==> src/rtl/trinoise_pkg.sv <==
package trinoise_pkg;

  typedef enum logic { DIR_UP = 1'b0, DIR_DOWN = 1'b1 } ramp_dir_e;

  // two-bit signed offset: 2'b11 = -1, 2'b00 = 0, 2'b01 = +1
  typedef logic signed [1:0] offs_t;

  // Three-way pick from four random bits: take the first 2-bit code that is
  // not 3 and map 0/1/2 to -1/0/+1; two rejections in a row fall back to 0.
  function automatic offs_t pick_offset(input logic [3:0] bits);
    offs_t res;
    if (bits[1:0] != 2'd3)      res = offs_t'(bits[1:0]) - offs_t'(1);
    else if (bits[3:2] != 2'd3) res = offs_t'(bits[3:2]) - offs_t'(1);
    else                        res = offs_t'(0);
    return res;
  endfunction

endpackage

==> src/rtl/tri_ramp.sv <==
module tri_ramp
  import trinoise_pkg::*;
#(
  parameter int W    = 16,
  parameter int CEIL = 30766,
  parameter int HOLD = 5
) (
  input  logic         clk_i,
  input  logic         rst_ni,
  input  logic         en_i,
  output logic [W-1:0] ramp_o,
  output logic [W-1:0] ramp_nx_o,
  output logic         last_nx_o
);
  localparam int CW = (HOLD > 1) ? $clog2(HOLD) : 1;
  localparam logic [CW-1:0] CNT_LAST = CW'(HOLD - 1);
  localparam logic [W-1:0]  TOP      = W'(CEIL);

  logic [W-1:0]  ramp_q, ramp_d;
  logic [CW-1:0] cnt_q, cnt_d;
  ramp_dir_e     dir_q, dir_d;

  always_comb begin
    ramp_d = ramp_q;
    cnt_d  = cnt_q;
    dir_d  = dir_q;
    if (en_i) begin
      if (cnt_q == CNT_LAST) begin
        cnt_d = '0;
        if (dir_q == DIR_UP) begin
          if (ramp_q == TOP) begin
            ramp_d = ramp_q - 1'b1;
            dir_d  = DIR_DOWN;
          end else begin
            ramp_d = ramp_q + 1'b1;
          end
        end else begin
          if (ramp_q == '0) begin
            ramp_d = W'(1);
            dir_d  = DIR_UP;
          end else begin
            ramp_d = ramp_q - 1'b1;
          end
        end
      end else begin
        cnt_d = cnt_q + 1'b1;
      end
    end
  end

  always_ff @(posedge clk_i or negedge rst_ni) begin
    if (!rst_ni) begin
      ramp_q <= '0;
      cnt_q  <= '0;
      dir_q  <= DIR_UP;
    end else if (en_i) begin
      ramp_q <= ramp_d;
      cnt_q  <= cnt_d;
      dir_q  <= dir_d;
    end
  end

  assign ramp_o    = ramp_q;
  assign ramp_nx_o = ramp_d;
  assign last_nx_o = (cnt_d == CNT_LAST);
endmodule

==> src/rtl/tri_lfsr_pick.sv <==
module tri_lfsr_pick
  import trinoise_pkg::*;
#(
  parameter int            LW   = 16,
  parameter logic [LW-1:0] TAPS = 16'hB400,
  parameter logic [LW-1:0] SEED = 16'hACE1
) (
  input  logic  clk_i,
  input  logic  rst_ni,
  input  logic  en_i,
  output offs_t offs_o
);
  logic [LW-1:0] lfsr_q, lfsr_d;

  // Galois form, shifting right
  always_comb begin
    lfsr_d = lfsr_q >> 1;
    if (lfsr_q[0]) lfsr_d = lfsr_d ^ TAPS;
  end

  always_ff @(posedge clk_i or negedge rst_ni) begin
    if (!rst_ni)   lfsr_q <= SEED;
    else if (en_i) lfsr_q <= lfsr_d;
  end

  assign offs_o = pick_offset(lfsr_q[3:0]);
endmodule

==> src/rtl/tri_noise_clamp.sv <==
module tri_noise_clamp
  import trinoise_pkg::*;
#(
  parameter int W = 16
) (
  input  logic         clk_i,
  input  logic         rst_ni,
  input  logic         en_i,
  input  logic [W-1:0] ramp_nx_i,
  input  logic         last_nx_i,
  input  offs_t        offs_i,
  output logic [W-1:0] noisy_o
);
  localparam int SW = W + 2;

  logic [W-1:0]          noisy_q, noisy_d;
  logic signed [SW-1:0]  r_s, p_s, lo, hi, cand, res;

  always_comb begin
    r_s  = $signed({2'b00, ramp_nx_i});
    p_s  = $signed({2'b00, noisy_q});
    cand = r_s + $signed({{W{offs_i[1]}}, offs_i});
    lo   = r_s - SW'(1);
    if (p_s - SW'(1) > lo) lo = p_s - SW'(1);
    if (lo < 0)            lo = '0;
    hi   = r_s + SW'(1);
    if (p_s + SW'(1) < hi) hi = p_s + SW'(1);
    if (last_nx_i)         res = r_s;
    else if (cand < lo)    res = lo;
    else if (cand > hi)    res = hi;
    else                   res = cand;
    noisy_d = res[W-1:0];
  end

  always_ff @(posedge clk_i or negedge rst_ni) begin
    if (!rst_ni)   noisy_q <= '0;
    else if (en_i) noisy_q <= noisy_d;
  end

  assign noisy_o = noisy_q;
endmodule

==> src/rtl/trinoise_gen.sv <==
module trinoise_gen
  import trinoise_pkg::*;
#(
  parameter int          W    = 16,
  parameter int          CEIL = 30766,
  parameter int          HOLD = 5,
  parameter logic [15:0] SEED = 16'hACE1
) (
  input  logic         clk_i,
  input  logic         rst_ni,
  input  logic         en_i,
  output logic [W-1:0] ramp_o,
  output logic [W-1:0] noisy_o
);
  logic [W-1:0] ramp_nx;
  logic         last_nx;
  offs_t        offs;

  tri_ramp #(.W(W), .CEIL(CEIL), .HOLD(HOLD)) u_ramp (
    .clk_i    (clk_i),
    .rst_ni   (rst_ni),
    .en_i     (en_i),
    .ramp_o   (ramp_o),
    .ramp_nx_o(ramp_nx),
    .last_nx_o(last_nx)
  );

  tri_lfsr_pick #(.LW(16), .TAPS(16'hB400), .SEED(SEED)) u_lfsr (
    .clk_i (clk_i),
    .rst_ni(rst_ni),
    .en_i  (en_i),
    .offs_o(offs)
  );

  tri_noise_clamp #(.W(W)) u_clamp (
    .clk_i    (clk_i),
    .rst_ni   (rst_ni),
    .en_i     (en_i),
    .ramp_nx_i(ramp_nx),
    .last_nx_i(last_nx),
    .offs_i   (offs),
    .noisy_o  (noisy_o)
  );
endmodule

==> config.mk <==
export PLATFORM = sky130hd
export DESIGN_NAME = trinoise_gen
export DESIGN_NICKNAME = d
export VERILOG_FILES = /design/src/rtl/trinoise_pkg.sv /design/src/rtl/tri_ramp.sv /design/src/rtl/tri_lfsr_pick.sv /design/src/rtl/tri_noise_clamp.sv /design/src/rtl/trinoise_gen.sv
export SDC_FILE = /design/constraint.sdc
export NUM_CORES = 1
export LEC_CHECK = 0
export ABC_AREA = 1
export BUFFER_PORTS_ARGS = -buffer_cell sky130_fd_sc_hd__buf_2
export CAP_MARGIN = 40
export CORE_UTILIZATION = 46
export CTS_BUF_LIST = sky130_fd_sc_hd__clkbuf_4 sky130_fd_sc_hd__clkbuf_8 sky130_fd_sc_hd__clkbuf_16
export DETAILED_ROUTE_END_ITERATION = 6
export PLACE_DENSITY_LB_ADDON = 0.08
export SYNTH_ARGS = -nofsm -noshare
export SYNTH_HDL_FRONTEND = slang
export SYNTH_SLANG_ARGS = --single-unit
export TNS_END_PERCENT = 20
==> constraint.sdc <==
create_clock -name clk_i -period 7.4 [get_ports clk_i]
set_input_delay 0.74 -clock clk_i [delete_from_list [all_inputs] [get_ports clk_i]]
set_output_delay 0.74 -clock clk_i [all_outputs]
set_load 0.005 [all_outputs]
==> metrics.md <==
| Metric | Value |
|---|---|
| DRT Wirelength | `between 20 and 30 mm` |
| Met2 Wirelength | `~11 mm` |
| Detailed placer's ending HPWL | `21.7 mm` |
| Post-detailed-route via-to-cell ratio | `5.39` |
| Setup slack after layout | `492 ps` |
| Mean instance size in the synthesized netlist | `6.03 um^2` |
| FF-to-FF Start | `u_ramp.ramp_o[0]$_DFFE_PN0P_` |
| Die area | `18400 um^2` |
| Seq cells post-synth | `52` |
| Biggest area contributors in the synthesized netlist | `nand2_1, dfrtp_1, ha_1` |
| Ranking of synthesized cells by instance count | `nand2_1, inv_1, nand3_1` |
| Number of clock buffers inserted by TritonCTS | `5` |
| Placeable core area | `about 17000 um^2` |
| Site row count | `48` |
| Critical-path top delay cell | `dfrtp_1` |
| Multi-input gate area | `5980 um^2` |
| Reported max-cap violation count | `0` |
| Synthesized instance count | `between 1000 and 1500` |
| Category of the most critical setup path | `reg2reg` |
| Clk Tree Root Cell | `clkbuf_16` |
| Number of hold violations in the final report | `0` |
| Prevailing post-synth register cell | `dfrtp_1` |
| Violation count after the first detailed-routing iteration | `851` |
| Highest routed metal layer | `met4` |
| Number of flops mapped to enable cells by yosys | `0` |
| Fin nets | `about 1500` |
| Area added between synthesis and finish | `7.64%` |
| H-tree levels | `2` |
| Initial antenna violation count | `1` |
| Classification of the worst-slack hold path | `reg2reg` |
| CP required | `7600 ps` |
| Worst rel slew slack | `0.469` |
| Critical Path Start | `u_ramp.ramp_o[0]$_DFFE_PN0P_` |
| Clock sink count | `52` |
| Fin crit period | `6910 ps` |
| Layout filler cell count | `between 1500 and 2000` |
| Sequential cell area fraction in the yosys report | `0.159` |
| Longest Clk Path Bufs | `2` |
| Hold_ws | `463 ps` |
| Total standard cell area after synthesis | `8230 um^2` |
| TritonCTS clock tree | `yes` |
| Number of vias after detailed routing | `8719` |
| Result of the run | `finished clean` |
| CP Capture Point | `u_clamp.noisy_o[3]$_DFFE_PN0P_` |
| Horizontal extent of the die | `136 um` |
| Kind of launch point of the worst setup path | `flip-flop` |
| Post-DR wirelength/cell | `17.0 um` |
| FMAX | `145 MHz` |
| Share of the clock period used by the worst path after layout | `0.933` |
| Slew at the pin with the worst max-slew slack | `791 ps` |
| Post-synthesis cell type count | `49` |
| Combined global-route utilization of all metal layers | `0.307` |
| Largest net degree at the start of global routing | `53` |
| Met3 wire len | `2.45 mm` |
| Final weighted congestion in routability-driven placement | `0.918` |
| Clock-pin slew reported for the worst setup and hold paths after clock tree synthesis | `90 ps` |
| Total iterations of the first detailed-routing run | `6` |
| Met1 Wirelength | `14.1 mm` |
| Pins over their slew limit | `0` |
| Cells on worst reg2reg path | `51` |
| Share of Yosys cell area claimed by the top area cell type | `0.184` |
| Wire length of the first global-routing pass | `42.8 mm` |
| Warnings from Yosys | `0` |
| DRC violation count after routing | `0` |
| Net Count, Synth | `~1500` |
| Fraction of final layout cells with drive strength greater than 1 | `0.118` |
| Port bufs | `34` |
| CP most frequent cell | `nand2_1` |
| Final design area excluding fillers | `a little under 9000 um^2` |
| Critical Path End Type | `flip-flop` |
| I/O pin cnt | `35` |
| R2r setup slk | `490 ps` |
| Setup repair after global routing missed its margin | `false` |
| Data arrival time at the worst-slack endpoint | `roughly 7100 ps` |
| Cell area after placement | `8600 um^2` |
| Clock Latency Late Sink | `320 ps` |
| Setup WS pre-CTS | `between 300 and 400 ps` |
| Reg area | `around 1300 um^2` |
| Worst-path fanout max | `19` |
| Vias in the first global route | `7600` |
| CTS Hold Bufs | `0` |
| Height of the chip | `between 100 and 150 um` |
| Worst clock skew | `12.0 ps` |
| Biggest area consumer among synthesized cells | `nand2_1` |
| Delay of the slowest cell on the worst path | `470 ps` |
| Setup-violating endpoint count in the final report | `0` |
| Dominant cell by count in the synthesized netlist | `nand2_1` |
| Starting density of the core | `0.473` |
| Overflow left after global routing | `0` |
| Worst reg2reg path endpoint | `u_clamp.noisy_o[3]$_DFFE_PN0P_` |
| FFs w/ async S/R, synth | `1.00` |
| Setup TNS after final layout | `0 ps` |
| Antenna viol nets, final | `0` |
-- sequential cells by signal (all words and copies together), names as in the netlist --
| register | flops |
|---|---|
| u_ramp.ramp_o | 16 |
| u_clamp.noisy_o | 16 |
| u_lfsr.lfsr_q | 16 |
| u_ramp.dir_q | 1 |
| u_ramp.cnt_q | 3 |
-- how the worst min path moves through the flow --
stage	start	endpoint	slack [ps]	cells after the start
after floorplan	rst_ni	u_clamp.noisy_o[0]$_DFFE_PN0P_	440	0
after global placement	u_lfsr.lfsr_q[7]$_DFFE_PN1P_	u_lfsr.lfsr_q[7]$_DFFE_PN1P_	450	2
after detailed placement	u_lfsr.lfsr_q[6]$_DFFE_PN1P_	u_lfsr.lfsr_q[6]$_DFFE_PN1P_	460	2
after CTS	u_lfsr.lfsr_q[6]$_DFFE_PN1P_	u_lfsr.lfsr_q[6]$_DFFE_PN1P_	470	2
after global routing	u_lfsr.lfsr_q[9]$_DFFE_PN0P_	u_lfsr.lfsr_q[9]$_DFFE_PN0P_	490	2
final	u_lfsr.lfsr_q[6]$_DFFE_PN1P_	u_lfsr.lfsr_q[6]$_DFFE_PN1P_	460	2
-- worst max-delay path: cells and delay by family (launching register included) --
kind	cells	cell delay, ps
flip-flops	1	470
adder cells (fa/ha/maj)	4	1030
AO/OA/AOI/OAI	8	1160
XOR/XNOR	1	170
buffers and inverters	4	590
AND/OR/NAND/NOR	34	3390
-- stage by stage --
stage / cells / utilization
final: 1618 / 0.509
after global routing: 1617 / 0.509
after CTS: 1611 / 0.503
after detailed placement: 1603 / 0.494
after global placement: 1603 / 0.494
after floorplan: 1365 / -
-- cell families (layout without fill, tap and decap cells) --
logic type,Yosys count,count (layout),synth area share
compound gates,136,136,0.0931
xor+xnor,63,63,0.0670
fa+ha+maj,88,88,0.135
buf+inv,240,267,0.120
flops,52,52,0.159
other cells,0,1,0
simple gates,786,786,0.425
-- repair_timing --
action | in CTS | in global routing
endpoints found under the setup margin | 0 | 16
resized for setup | 0 | 20
buffers inserted | 0 | 6
-- metal layers --
metal / vias to the layer above / global-route usage
met1: 3934 / 0.491
met4: 0 / 0.0562
met5: - / 0
li1: 4404 / -
met2: 367 / 0.419
met3: 14 / 0.0516
-- layout by cell type, fill, tap and decap left out, types with 9 or more instances in the layout --
cell     Yosys  final
buf_4        1     22
nor3_1      12     11
nand4_1     20     20
and2_1      16     16
buf_2        8     34
nor2_4       8      9
nor2_2       8     10
o21ai_0     30     30
dfrtp_1     44     38
nand3_1    142    142
nand2_2     23     22
xor2_1      56     56
nand2_1    404    404
inv_2       14     14
ha_1        87     86
a21oi_1     73     73
inv_1      185    183
nor2_1     127    124
-- layout make-up --
type                    instances  area share
clock buffers                   5      0.0141
diodes                          1    0.000282
multi-input cells            1073       0.674
flip-flops and latches         52       0.149
inverters                     201      0.0861
repair buffers                 58      0.0414
clock inverters                 3     0.00325
well taps                     225      0.0318
Power is left out: the tool's default activity adds up to more than one toggle a clock period on the data nets, which glitch-free logic cannot reach.
